File: src/rtl/evr_pkg.sv
package evr_pkg;

    localparam int          ADDR_W        = 32;
    localparam logic [31:0] VEC_REGION    = 32'hFFF0_0000;
    localparam int          WIN_LSB       = 13;
    localparam int          SLOT_LSB      = 8;
    localparam int          SLOT_SHIFT    = 3;
    localparam int          ISB_SHIFT     = 22;
    localparam int          ENTRY_SHIFT   = 3;
    localparam logic [12:0] EXT_IRQ_OFF   = 13'h0500;
    localparam int          SLOT_IDX_W    = WIN_LSB - SLOT_LSB;
    localparam int          SLOT_OFF_W    = SLOT_IDX_W + SLOT_SHIFT;

    typedef enum logic [1:0] {
        PG_ZERO  = 2'b00,
        PG_64K   = 2'b01,
        PG_512K  = 2'b10,
        PG_TOP   = 2'b11
    } page_sel_e;

    typedef struct packed {
        logic                  in_window;
        logic                  is_ext;
        logic [SLOT_OFF_W-1:0] slot_off;
    } vec_hit_t;

    function automatic logic [ADDR_W-1:0] page_offset(page_sel_e s);
        case (s)
            PG_ZERO: page_offset = 32'h0000_0000;
            PG_64K:  page_offset = 32'h0001_0000;
            PG_512K: page_offset = 32'h0008_0000;
            default: page_offset = 32'h003F_E000;
        endcase
    endfunction

endpackage

File: src/rtl/evr_vec_decode.sv
module evr_vec_decode
    import evr_pkg::*;
(
    input  logic [ADDR_W-1:0] addr,
    output vec_hit_t          dec
);
    logic win_match;
    logic low_zero;

    always_comb begin
        win_match    = (addr[ADDR_W-1:WIN_LSB] == VEC_REGION[ADDR_W-1:WIN_LSB]);
        low_zero     = (addr[SLOT_LSB-1:0] == '0);
        dec.in_window = win_match && low_zero;
        dec.is_ext    = dec.in_window && (addr[WIN_LSB-1:0] == EXT_IRQ_OFF);
        dec.slot_off  = {addr[WIN_LSB-1:SLOT_LSB], {SLOT_SHIFT{1'b0}}};
    end
endmodule

File: src/rtl/evr_page_gen.sv
module evr_page_gen
    import evr_pkg::*;
#(
    parameter int ISB_W = 3
) (
    input  logic [1:0]        page_sel,
    input  logic [ISB_W-1:0]  isb,
    output logic [ADDR_W-1:0] page_base
);
    logic [ADDR_W-1:0] isb_off;

    always_comb begin
        isb_off   = ADDR_W'(isb) << ISB_SHIFT;
        page_base = page_offset(page_sel_e'(page_sel)) + isb_off;
    end
endmodule

File: src/rtl/evr_vec_capture.sv
module evr_vec_capture #(
    parameter int VEC_W = 8
) (
    input  logic             clk,
    input  logic             rst,
    input  logic             irq_ack,
    input  logic [VEC_W-1:0] irq_vector,
    output logic [VEC_W-1:0] held_vec
);
    always_ff @(posedge clk) begin
        if (rst)          held_vec <= '0;
        else if (irq_ack) held_vec <= irq_vector;
    end

    AST_VEC_LATCH: assert property (@(posedge clk) disable iff (rst)
        irq_ack |=> held_vec == $past(irq_vector));
    AST_VEC_HOLD: assert property (@(posedge clk) disable iff (rst)
        !irq_ack |=> $stable(held_vec));
endmodule

File: src/rtl/exc_vec_reloc.sv
module exc_vec_reloc
    import evr_pkg::*;
#(
    parameter int ISB_W = 3,
    parameter int VEC_W = 8
) (
    input  logic              clk,
    input  logic              rst,
    input  logic [31:0]       fetch_addr,
    input  logic              fetch_valid,
    input  logic              reloc_en,
    input  logic [1:0]        page_sel,
    input  logic [ISB_W-1:0]  isb,
    input  logic              eirq_mode_en,
    input  logic [31:0]       tbl_base,
    input  logic [VEC_W-1:0]  irq_vector,
    input  logic              irq_ack,
    output logic [31:0]       xlat_addr,
    output logic              reloc_hit
);
    vec_hit_t          dec;
    logic [ADDR_W-1:0] page_base;
    logic [VEC_W-1:0]  held_vec;
    logic [ADDR_W-1:0] tbl_addr;
    logic [ADDR_W-1:0] slot_addr;
    logic              active;

    evr_vec_decode u_dec (
        .addr (fetch_addr),
        .dec  (dec)
    );

    evr_page_gen #(.ISB_W(ISB_W)) u_page (
        .page_sel  (page_sel),
        .isb       (isb),
        .page_base (page_base)
    );

    evr_vec_capture #(.VEC_W(VEC_W)) u_cap (
        .clk        (clk),
        .rst        (rst),
        .irq_ack    (irq_ack),
        .irq_vector (irq_vector),
        .held_vec   (held_vec)
    );

    always_comb begin
        active    = fetch_valid && reloc_en && dec.in_window;
        tbl_addr  = tbl_base + (ADDR_W'(held_vec) << ENTRY_SHIFT);
        slot_addr = page_base + ADDR_W'(dec.slot_off);
        xlat_addr = fetch_addr;
        reloc_hit = 1'b0;
        if (active) begin
            reloc_hit = 1'b1;
            xlat_addr = (eirq_mode_en && dec.is_ext) ? tbl_addr : slot_addr;
        end
    end

    AST_PASS_DISABLED: assert property (@(posedge clk) disable iff (rst)
        !reloc_en |-> (xlat_addr == fetch_addr) && !reloc_hit);
    AST_HIT_IN_WINDOW: assert property (@(posedge clk) disable iff (rst)
        reloc_hit |-> (fetch_addr[31:13] == 19'h7FF80) && (fetch_addr[7:0] == 8'h00));
    AST_PASS_INVALID: assert property (@(posedge clk) disable iff (rst)
        !fetch_valid |-> (xlat_addr == fetch_addr) && !reloc_hit);
    AST_SLOT_IN_PAGE: assert property (@(posedge clk) disable iff (rst)
        (reloc_hit && !(eirq_mode_en && fetch_addr[12:0] == 13'h0500))
        |-> (xlat_addr - page_base) < 32'h100);
endmodule

File: config.mk
export PLATFORM = sky130hd
export DESIGN_NAME = exc_vec_reloc
export DESIGN_NICKNAME = d
export VERILOG_FILES = /design/src/rtl/evr_pkg.sv /design/src/rtl/evr_vec_decode.sv /design/src/rtl/evr_page_gen.sv /design/src/rtl/evr_vec_capture.sv /design/src/rtl/exc_vec_reloc.sv
export SDC_FILE = /design/constraint.sdc
export NUM_CORES = 1
export LEC_CHECK = 0
export BUFFER_PORTS_ARGS = -buffer_cell sky130_fd_sc_hd__clkbuf_2
export CORE_MARGIN = 2
export CORE_UTILIZATION = 45
export DETAILED_ROUTE_END_ITERATION = 6
export PLACE_DENSITY = 0.84
export SYNTH_ARGS = -nofsm -noshare
export SYNTH_HDL_FRONTEND = slang
export SYNTH_SLANG_ARGS = --single-unit
File: constraint.sdc
create_clock -name clk -period 3.5 [get_ports clk]
set_input_delay 0.175 -clock clk [delete_from_list [all_inputs] [get_ports clk]]
set_output_delay 0.175 -clock clk [all_outputs]
set_load 0.005 [all_outputs]
==> results of run 1 <==
-- logic make-up (layout without fill, tap and decap cells) --
family,Yosys count,in the layout
flip-flops,8,8
adder cells (fa/ha/maj),9,9
AND/OR/NAND/NOR,90,90
buffers and inverters,13,127
XOR/XNOR,24,24
multiplexers,8,8
AO/OA/AOI/OAI,64,64
-- synthesized netlist by cell type (3+ instances only) --
| cell type | number |
|---|---|
| sky130_fd_sc_hd__xnor2_1 | 15 |
| sky130_fd_sc_hd__mux2i_1 | 8 |
| sky130_fd_sc_hd__inv_1 | 8 |
| sky130_fd_sc_hd__nor2_1 | 16 |
| sky130_fd_sc_hd__ha_1 | 8 |
| sky130_fd_sc_hd__o211ai_1 | 3 |
| sky130_fd_sc_hd__a211o_1 | 4 |
| sky130_fd_sc_hd__nand3_1 | 9 |
| sky130_fd_sc_hd__o21bai_1 | 4 |
| sky130_fd_sc_hd__a21oi_1 | 13 |
| sky130_fd_sc_hd__nand2b_1 | 3 |
| sky130_fd_sc_hd__xor2_1 | 9 |
| sky130_fd_sc_hd__o21ai_0 | 11 |
| sky130_fd_sc_hd__nor3_1 | 9 |
| sky130_fd_sc_hd__dfxtp_1 | 8 |
| sky130_fd_sc_hd__o31ai_1 | 8 |
| sky130_fd_sc_hd__a21o_1 | 6 |
| sky130_fd_sc_hd__nand2_1 | 26 |
-- power by group through the flow --
stage                     registers, mW  logic, mW  clock network (mW)
after floorplan                   0.101      0.101                   0
after global placement            0.101      0.190                   0
after detailed placement          0.102      0.194                   0
after CTS                        0.0996      0.195              0.0765
after global routing              0.100      0.216              0.0831
final                            0.0996      0.195              0.0744
-- worst paths after layout --
path | startpoint | end
worst min register to register | u_cap.held_vec[3] | u_cap.held_vec[3]
worst max register to register | u_cap.held_vec[1] | u_cap.held_vec[1]
worst max-delay path | u_cap.held_vec[0] | xlat_addr[15]
worst min-delay path | irq_vector[3] | u_cap.held_vec[3]
-- through the flow --
| step | instances | power (mW) | util, % | area [um2] |
|---|---|---|---|---|
| global placement | 373 | 0.292 | 65.6 | 2190 |
| finish | 376 | 0.369 | 66.3 | 2210 |
| global route | 376 | 0.399 | 66.3 | 2210 |
| CTS | 376 | 0.371 | 66.3 | 2210 |
| detailed placement | 373 | 0.295 | 65.6 | 2190 |
| floorplan | 216 | 0.201 | - | 1570 |
-- worst max-delay path: cells and delay by family (launching register included) --
family                     cells  cell delay [ns]
AOI/OAI and AO/OA              3             0.74
adders and majority gates      2             0.60
DFF                            1             0.33
and+or+nand+nor                2             0.29
buffers and inverters          2             0.18
xor gates and xnor gates       1             0.09
-- metal layers --
layer / vias up / share of wire (%) / global-route usage (%)
li1: 1034 / - / -
met4: 0 / 1.3 / 6.67
met3: 9 / 8.3 / 4.11
met5: - / 0 / 0
met1: 929 / 40 / 31.5
met2: 99 / 51 / 46.1
-- layout make-up --
type	count	share of cell area [%]
sequential	8	7.24
multi-input combinational	195	61.6
timing repair buffer	115	26.0
inverter	9	1.53
clock buffer	3	1.02
tap	46	2.60
==> flow_summary.toml, run 1 <==
[status]
outcome = "finished, final reports clean"

[die]
floorplan.initialDensity_pct = 47.1
core-area_um2 = 3340
floorplan.die.width_um = 63.1
rows = 21
die-area_um2 = 3980
io_pins = 116
die_y_um = 63.1

[cells_and_area]
most_frequent_standard_cell_in_the_layout_excluding_fill_and_tap_cells = "sky130_fd_sc_hd__clkbuf_2"
layout-drive-gt1-share_pct = 41.8
max_flop_register = "u_cap.held_vec"
layout.filler_cells = 314
n_antenna_cell = 0
final_net_count = 424
seq_area_um2 = 160
area_delta_synth_final_pct = 40.7
final_cell_mix = "sky130_fd_sc_hd__clkbuf_2, sky130_fd_sc_hd__nand2_1, sky130_fd_sc_hd__nor2_1"
reg.largest.list = "u_cap.held_vec x8"
largest_reg_flops = 8
multiInputGateArea_um2 = 1360

[route]
detail_route.iter0.violations = 92
vias_per_cell = 5.51
final_antenna_net_count = 0
route.final.wire_length_mm = 5.22
dr_total_vias = 2071
dr.pass1.iters = 4
route.detailed.wl_per_inst_um = 13.9
drc = 0

[cts]
later_pin_clock_latency_in_the_skew_report_ns = 0.26
cts_max_level = 1
postCtsResizedCells = 0
clk_pin_slew_worst_paths_ns = 0.06
cts_tree = "built"
clock_tree.root_cell = "sky130_fd_sc_hd__clkbuf_4"
clockBufferDepth = 2
clock_sink_count = 8
cts_setup_buffers = 0
cts_inserted_buffers = 3
hold_bufs_at_cts = 0

[grt]
number_of_antenna_violations_at_the_first_check_in_global_routing = 0
grt_first_pass_wirelength_mm = 8.23
track_usage_pct = 25.7
grt_max_degree = 27
grt-ovfl-total = 0
number_of_global_route_vias_before_repair = 1820

[setup_path]
cpPeakStageDelay_ns = 0.39
worst_setup_path_end_kind = "output pin"
number_of_cells_traversed_by_the_worst_register_to_register_path = 2
req_time_crit_path_ns = 3.32
worst-r2r-setup-slack_ns = 2.88
crit_type = "register to output pin"
cp_cell_sequence = "ha_1, inv_1, fa_1, nand2b_1, a21oi_1, nor2b_1, a21oi_1, xor2_1, a211o_1, clkbuf_2"
critical_path.max_fanout = 3
critPathLaunchType = "register"
timing.critical_path.mode_cell = "sky130_fd_sc_hd__a21oi_1"
critPathArrivalTime_ns = 2.50
crit_path_top_delay_cell = "sky130_fd_sc_hd__fa_1"

[placed_design]
final_wtd_congestion = 0.872
pre_cts_ws_ns = 1.11
buffer_ports.inserted = 115
detailed_place_hpwl_mm = 4.52

[run]
drv_cap = 0

[pwr]
total_leakage_power_nw = 1.12
power.share.sequential_pct = 27.0
power_frac_clock_pct = 20.1
fraction_of_power_spent_switching_nets_pct = 36.6
internal_power_uw = 234
comb_power_share_pct = 52.9
power_per_standard_cell_area_nw_per_um2 = 167
ir_drop_uv = 210
power_switching_uw = 135

[logic_synthesis]
ys_seq_area_share_pct = 10.2
synth_compound_area_share_pct = 28.1
yosysWarnings = 0
synthesis.instances = 216
synth_top_family_by_area = "simple AND/OR/NAND/NOR gates"
synth-seq-cells = 8
synth.lib_cells_used.distinct = 56
syn-num-nets = 308
synth_top_area_cell = "sky130_fd_sc_hd__dfxtp_1"
synth-adder-area-share_pct = 7.64
netlist_area_um2 = 1570
synth_enable_flop_cells = 0
synth-main-ff-cell = "sky130_fd_sc_hd__dfxtp_1"
yosys-mux-area-fraction_pct = 5.09
yosys-top-cells-area = "sky130_fd_sc_hd__dfxtp_1, sky130_fd_sc_hd__xnor2_1, sky130_fd_sc_hd__ha_1"
yosys.area.top_type_share_pct = 10.2
synthesis.area_per_instance_um2 = 7.28
yosys.area_share.simple_pct = 32.5
async_reset_ff_share_pct = 0
xor_xnor_cell_area_share_of_the_yosys_netlist_pct = 13.4

[timing]
final.setup.worst_slack_ns = 0.829
report.final.setup_viol = 0
max_slew.worst_pin.slew_ns = 0.492
finalCritPeriodShare_pct = 76.3
finalHoldViolCount = 0
period_minus_slack_ns = 2.67
holdWs_ns = 0.148
drv_slew = 0
timing.clock.skew_ns = 0
upper_clock_frequency_limit_mhz = 374
timing.max_slew.rel_slack_pct = 67.0
finalSetupTns_ns = 0
rsz0062_at_grt = "no"

[worst_hold_path]
class_of_the_tightest_hold_or_removal_check = "primary input to register"
timing.hold.worst_path_depth = 3
No activity file was read; power rests on OpenSTA's default activity.
==> run 2, diff against run 1 <==
--- a/config.mk
+++ b/config.mk
@@ -5,11 +5,12 @@
 export SDC_FILE = /design/constraint.sdc
 export NUM_CORES = 1
 export LEC_CHECK = 0
+export ABC_AREA = 1
 export BUFFER_PORTS_ARGS = -buffer_cell sky130_fd_sc_hd__clkbuf_2
 export CORE_MARGIN = 2
-export CORE_UTILIZATION = 45
+export CORE_UTILIZATION = 47
 export DETAILED_ROUTE_END_ITERATION = 6
-export PLACE_DENSITY = 0.84
+export PLACE_DENSITY = 0.78
 export SYNTH_ARGS = -nofsm -noshare
 export SYNTH_HDL_FRONTEND = slang
 export SYNTH_SLANG_ARGS = --single-unit
==> constraint.sdc (replaced) <==
create_clock -name clk -period 2.6 [get_ports clk]
set_input_delay 0.13 -clock clk [delete_from_list [all_inputs] [get_ports clk]]
set_output_delay 0.13 -clock clk [all_outputs]
set_load 0.005 [all_outputs]
==> run 2 against run 1 <==
Worst hold slack worse by 0.0067 ns. Clock skew unchanged. Combinational power rose by 67%. Largest cell class unchanged. Largest power group unchanged. Highest routed layer unchanged.
==> flow_summary.toml, run 2 <==
[grt]
grt-ovfl-total = 0
track_usage_pct = 28.8
number_of_antenna_violations_at_the_first_check_in_global_routing = 0
grt_max_degree = 25
grt_first_pass_wirelength_mm = 12.4
number_of_global_route_vias_before_repair = 2781

[route]
vias_per_cell = 5.11
dr_total_vias = 3266
final_antenna_net_count = 0
route.detailed.wl_per_inst_um = 12.6
dr.pass1.iters = 5
detail_route.iter0.violations = 233
route.final.wire_length_mm = 8.06
drc = 0

[cts]
clk_pin_slew_worst_paths_ns = 0.04
clock_sink_count = 8
hold_bufs_at_cts = 0
later_pin_clock_latency_in_the_skew_report_ns = 0.22
cts_max_level = 1
clock_tree.root_cell = "sky130_fd_sc_hd__clkbuf_8"
cts_tree = "built"
cts_inserted_buffers = 3
postCtsResizedCells = 0
clockBufferDepth = 2
cts_setup_buffers = 0

[die]
io_pins = 116
die_y_um = 73.9
floorplan.initialDensity_pct = 48.6
rows = 25
die-area_um2 = 5450
floorplan.die.width_um = 73.9
core-area_um2 = 4720

[setup_path]
critPathLaunchType = "register"
cpPeakStageDelay_ns = 0.40
critical_path.max_fanout = 6
number_of_cells_traversed_by_the_worst_register_to_register_path = 2
crit_path_top_delay_cell = "sky130_fd_sc_hd__fa_1"
cp_num_cells = 13
critPathArrivalTime_ns = 2.23
worst_setup_path_end_kind = "output pin"
crit_type = "register to output pin"
cp_cell_sequence = "ha_2, inv_1, fa_1, inv_1, nand3_1, nand2_2, nand2_1, nand2_4, nand3_2, nand2_1, nand3_1, a21boi_1, clkbuf_2"
timing.critical_path.max_delay_family = "simple AND/OR/NAND/NOR gates"
cp_num_buf_inv = 3
req_time_crit_path_ns = 2.47

[pwr]
power_frac_clock_pct = 23.9
comb_power_share_pct = 53.9
power_switching_uw = 239
ir_drop_uv = 298
fraction_of_power_spent_switching_nets_pct = 39.5
power_per_standard_cell_area_nw_per_um2 = 202
total_leakage_power_nw = 1.73
internal_power_uw = 366
power.share.sequential_pct = 22.2

[cells_and_area]
layoutNonFillerInstCount = 639
most_frequent_standard_cell_in_the_layout_excluding_fill_and_tap_cells = "sky130_fd_sc_hd__nand2_1"
reg.largest.list = "u_cap.held_vec x8"
layout-drive-gt1-share_pct = 26.0
final_net_count = 666
largest_reg_flops = 8
area_delta_synth_final_pct = 30.4
layout.filler_cells = 495
max_flop_register = "u_cap.held_vec"
n_antenna_cell = 0
final_cell_mix = "sky130_fd_sc_hd__nand2_1, sky130_fd_sc_hd__clkbuf_2, sky130_fd_sc_hd__inv_1"

[logic_synthesis]
yosys.cell_count.top_type = "sky130_fd_sc_hd__nand2_1"
async_reset_ff_share_pct = 0
synth_top_area_cell = "sky130_fd_sc_hd__nand2_1"
synthesis.instances = 458
synth_enable_flop_cells = 0
synth-main-ff-cell = "sky130_fd_sc_hd__dfxtp_1"
syn-num-nets = 550
yosys.area.top_type_share_pct = 29.0
synth-seq-cells = 8
ys_seq_area_share_pct = 6.98
yosys-top-cells-area = "sky130_fd_sc_hd__nand2_1, sky130_fd_sc_hd__inv_1, sky130_fd_sc_hd__nand3_1"
synth.lib_cells_used.distinct = 37
synth_top_cells_by_count = "sky130_fd_sc_hd__nand2_1, sky130_fd_sc_hd__inv_1, sky130_fd_sc_hd__nand3_1"
synthesis.area_per_instance_um2 = 5.01
netlist_area_um2 = 2290
yosysWarnings = 0

[timing]
holdWs_ns = 0.142
report.final.setup_viol = 0
timing.max_slew.rel_slack_pct = 74.9
max_slew.worst_pin.slew_ns = 0.374
upper_clock_frequency_limit_mhz = 424
period_minus_slack_ns = 2.36
drv_slew = 0
timing.clock.skew_ns = 0
finalCritPeriodShare_pct = 90.6
finalHoldViolCount = 0

[placed_design]
final_wtd_congestion = 1.00
dpl.cell_count = 636
buffer_ports.inserted = 115
detailed_place_hpwl_mm = 6.86

[worst_hold_path]
timing.hold.worst_path_depth = 3
class_of_the_tightest_hold_or_removal_check = "primary input to register"

[status]
outcome = "finished, final reports clean"

[run]
drv_cap = 0
## run 2: final cells by class
| class | instances | area (um2) | share of cell area, % |
|---|---|---|---|
| Clock buffer | 3 | 41.3 | 1.38 |
| Inverter | 84 | 317 | 10.6 |
| Multi-Input combinational cell | 362 | 1810 | 60.6 |
| Sequential cell | 8 | 160 | 5.35 |
| Tap cell | 67 | 83.8 | 2.80 |
| Timing Repair Buffer | 115 | 576 | 19.2 |
## run 2: through the flow
stage / area (um2) / worst slack (ns) / power (mW) / TNS (ns) / util [%]
final: 2990 / 0.243 / 0.605 / 0 / 63.3
after global routing: 2990 / -0.0230 / 0.650 / -0.0230 / 63.3
after CTS: 2980 / 0.129 / 0.602 / 0 / 63.0
after detailed placement: 2940 / 0.400 / 0.452 / 0 / 62.1
after global placement: 2940 / 0.476 / 0.450 / 0 / 62.1
after floorplan: 2290 / 0.698 / 0.307 / 0 / -
## run 2: power groups by stage
stage	Clock, mW	Sequential, mW	Combinational (mW)
CTS	0.148	0.134	0.320
floorplan	0	0.135	0.172
global route	0.151	0.135	0.364
detailed placement	0	0.136	0.316
finish	0.145	0.134	0.326
global placement	0	0.136	0.314
## run 2: kinds of logic (layout without fill, tap and decap cells)
family | Yosys count | in the layout | share of synthesized area, %
fa+ha+maj | 9 | 9 | 5.24
flops | 8 | 8 | 6.98
simple gates | 307 | 307 | 60.0
buf+inv | 88 | 202 | 14.6
xor+xnor | 7 | 7 | 2.67
compound gates | 39 | 39 | 10.6
## run 2: worst min-delay path, cell delays in order
cell,delay [ns]
sky130_fd_sc_hd__clkbuf_2,0.08
sky130_fd_sc_hd__nand2_1,0.05
sky130_fd_sc_hd__a21oi_1,0.06
## run 2: metal layers
metal / routed length [um] / GRT usage (%) / share of wire (%) / up-vias
met3: 531 / 0.686 / 6.6 / 20
met4: 245 / 11.3 / 3.0 / 0
met2: 3810 / 48.3 / 47 / 139
li1: - / - / - / 1667
met5: 0 / 0 / 0 / -
met1: 3480 / 38.9 / 43 / 1440
## run 2: final timing paths
kind	from	to	slack (ns)
max	u_cap.held_vec[0]	xlat_addr[21]	0.24
max reg2reg	u_cap.held_vec[1]	u_cap.held_vec[1]	1.88
min reg2reg	u_cap.held_vec[2]	u_cap.held_vec[2]	0.47
min	irq_vector[2]	u_cap.held_vec[2]	0.14
==> run 3, diff against run 2 <==
--- a/config.mk
+++ b/config.mk
@@ -7,9 +7,9 @@
 export LEC_CHECK = 0
 export ABC_AREA = 1
 export BUFFER_PORTS_ARGS = -buffer_cell sky130_fd_sc_hd__clkbuf_2
-export CORE_MARGIN = 2
 export CORE_UTILIZATION = 47
 export DETAILED_ROUTE_END_ITERATION = 6
+export MAX_ROUTING_LAYER = met4
 export PLACE_DENSITY = 0.78
 export SYNTH_ARGS = -nofsm -noshare
 export SYNTH_HDL_FRONTEND = slang
==> run 3 against run 2 <==
The flow now finishes with violations (DRC). Total power down 1.2%. Maximum frequency down 2.4%. Clock-buffer cell count unchanged. Combinational power down 2%. Worst hold slack better by 0.00081 ns. Sequential power about the same. Final cell count unchanged. Final area down 0.42%. Critical path depth up 1. Clock power about the same. Via count down 0.61%. Global-route usage up 1.4 points. Critical endpoint is now xlat_addr[31]. Largest cell class unchanged. Highest routed layer unchanged.
==> flow_summary.toml, run 3 (same netlist as run 2, synthesis figures left out) <==
[status]
outcome = "complete, but fails checks"
failed_checks = "DRC"

[timing]
report.final.setup_viol = 0
period_minus_slack_ns = 2.42
rsz0062_at_grt = "no"
finalCritPeriodShare_pct = 92.9
timing.max_slew.rel_slack_pct = 72.7
timing.clock.skew_ns = 0
max_slew.worst_pin.slew_ns = 0.406
finalHoldViolCount = 0
upper_clock_frequency_limit_mhz = 414
finalSetupTns_ns = 0
drv_slew = 0
holdWs_ns = 0.142

[cts]
cts_max_level = 1
clock_tree.root_cell = "sky130_fd_sc_hd__clkbuf_8"
hold_bufs_at_cts = 0
clk_pin_slew_worst_paths_ns = 0.04
clockBufferDepth = 2
cts_tree = "built"
later_pin_clock_latency_in_the_skew_report_ns = 0.22
cts_inserted_buffers = 3
cts_setup_buffers = 0
clock_sink_count = 8

[cells_and_area]
multiInputGateArea_um2 = 1800
n_antenna_cell = 0
final_net_count = 666
layout.filler_cells = 505
most_frequent_standard_cell_in_the_layout_excluding_fill_and_tap_cells = "sky130_fd_sc_hd__nand2_1"
final_cell_mix = "sky130_fd_sc_hd__nand2_1, sky130_fd_sc_hd__clkbuf_2, sky130_fd_sc_hd__inv_1"
post-route-util_pct = 63.1
layout-drive-gt1-share_pct = 25.7
max_flop_register = "u_cap.held_vec"
reg.largest.list = "u_cap.held_vec x8"
area_delta_synth_final_pct = 29.9
largest_reg_flops = 8
layoutNonFillerInstCount = 639
seq_area_um2 = 160

[setup_path]
critPathArrivalTime_ns = 2.29
crit_type = "register to output pin"
worst_setup_path_end_kind = "output pin"
critical_path.max_fanout = 6
critPathLaunchType = "register"
req_time_crit_path_ns = 2.47

[placed_design]
final_wtd_congestion = 1.00
dpl.cell_count = 636
buffer_ports.inserted = 115
detailed_place_hpwl_mm = 6.66

[route]
detail_route.iter0.violations = 199
vias_per_cell = 5.08
dr.pass1.iters = 7
dr_total_vias = 3246
route.detailed.wl_per_inst_um = 12.2
drc = 1
route.final.wire_length_mm = 7.81
final_antenna_net_count = 0

[pwr]
total_leakage_power_nw = 1.73
post-layout-total-power_uw = 598
power_per_standard_cell_area_nw_per_um2 = 201
ir_drop_uv = 479

[grt]
grt-ovfl-total = 0
grt_first_pass_wirelength_mm = 12.1
track_usage_pct = 30.2
number_of_antenna_violations_at_the_first_check_in_global_routing = 0
grt_max_degree = 25
number_of_global_route_vias_before_repair = 2759

[die]
rows = 25
die-area_um2 = 5160
core-area_um2 = 4720
floorplan.die.width_um = 71.9
die_y_um = 71.9
io_pins = 116
floorplan.initialDensity_pct = 48.6

[run]
drv_cap = 0

[worst_hold_path]
class_of_the_tightest_hold_or_removal_check = "primary input to register"
[run 3: changes by cell type in the layout (fill, tap and decap cells not counted)]
cell and change:
sky130_fd_sc_hd__ha_2 -1, sky130_fd_sc_hd__nand3_1 +1, sky130_fd_sc_hd__nand2_2 +1, sky130_fd_sc_hd__nand3_2 -1, sky130_fd_sc_hd__nand2_4 -1, sky130_fd_sc_hd__ha_1 +1
[run 3: per-stage QoR]
step / setup WS (ns) / area, um2
after floorplan: 0.698 / 2290
after global routing: 0.00422 / 2980
after global placement: 0.476 / 2940
final: 0.184 / 2980
after CTS: 0.149 / 2980
after detailed placement: 0.388 / 2940
[run 3: power by group]
part	internal (mW)	switching, mW	leakage, nW
Sequential	0.130	0.00370	0.0660
Combinational	0.134	0.185	1.65
Clock	0.0999	0.0448	0.0216
Total	0.364	0.233	1.73
[run 3: cell type report]
type	instances	share of cell area, %
Clock buffer	3	1.39
Multi-Input combinational cell	362	60.5
Timing Repair Buffer	115	19.3
Inverter	84	10.6
Tap cell	67	2.81
Sequential cell	8	5.38
[run 3: what timing repair did]
item	CTS	global route
setup endpoints to repair	0	4
endpoints found under the hold margin	0	0
resized for setup	0	1
[run 3: worst paths after layout]
check	to	cells past startpoint	startpoint	slack, ns
max reg2reg	u_cap.held_vec[1]	2	u_cap.held_vec[1]	1.94
min	u_cap.held_vec[2]	3	irq_vector[2]	0.14
max	xlat_addr[31]	14	u_cap.held_vec[0]	0.18
min reg2reg	u_cap.held_vec[3]	2	u_cap.held_vec[3]	0.47
[run 3: critical path: stages (launching register included)]
cell and delay [ns]:
sky130_fd_sc_hd__dfxtp_1 0.32, sky130_fd_sc_hd__ha_1 0.22, sky130_fd_sc_hd__inv_1 0.07, sky130_fd_sc_hd__fa_1 0.40, sky130_fd_sc_hd__inv_1 0.08, sky130_fd_sc_hd__nand3_1 0.07, sky130_fd_sc_hd__nand2_2 0.13, sky130_fd_sc_hd__nand2_1 0.08
sky130_fd_sc_hd__nand2_2 0.13, sky130_fd_sc_hd__nand3_1 0.14, sky130_fd_sc_hd__nor3_2 0.13, sky130_fd_sc_hd__nand2_1 0.08, sky130_fd_sc_hd__nand2_1 0.06, sky130_fd_sc_hd__nand2_1 0.05, sky130_fd_sc_hd__clkbuf_2 0.10
[run 3: routing by layer]
metal / wire length (um) / share of wire [%] / up-vias / GRT usage (%)
met1: 3450 / 44 / 1415 / 37.8
met2: 3720 / 48 / 155 / 51.7
met4: 172 / 2.2 / 0 / 10.0
met5: 0 / 0 / - / -
met3: 463 / 5.9 / 12 / 1.83
li1: - / - / 1664 / -
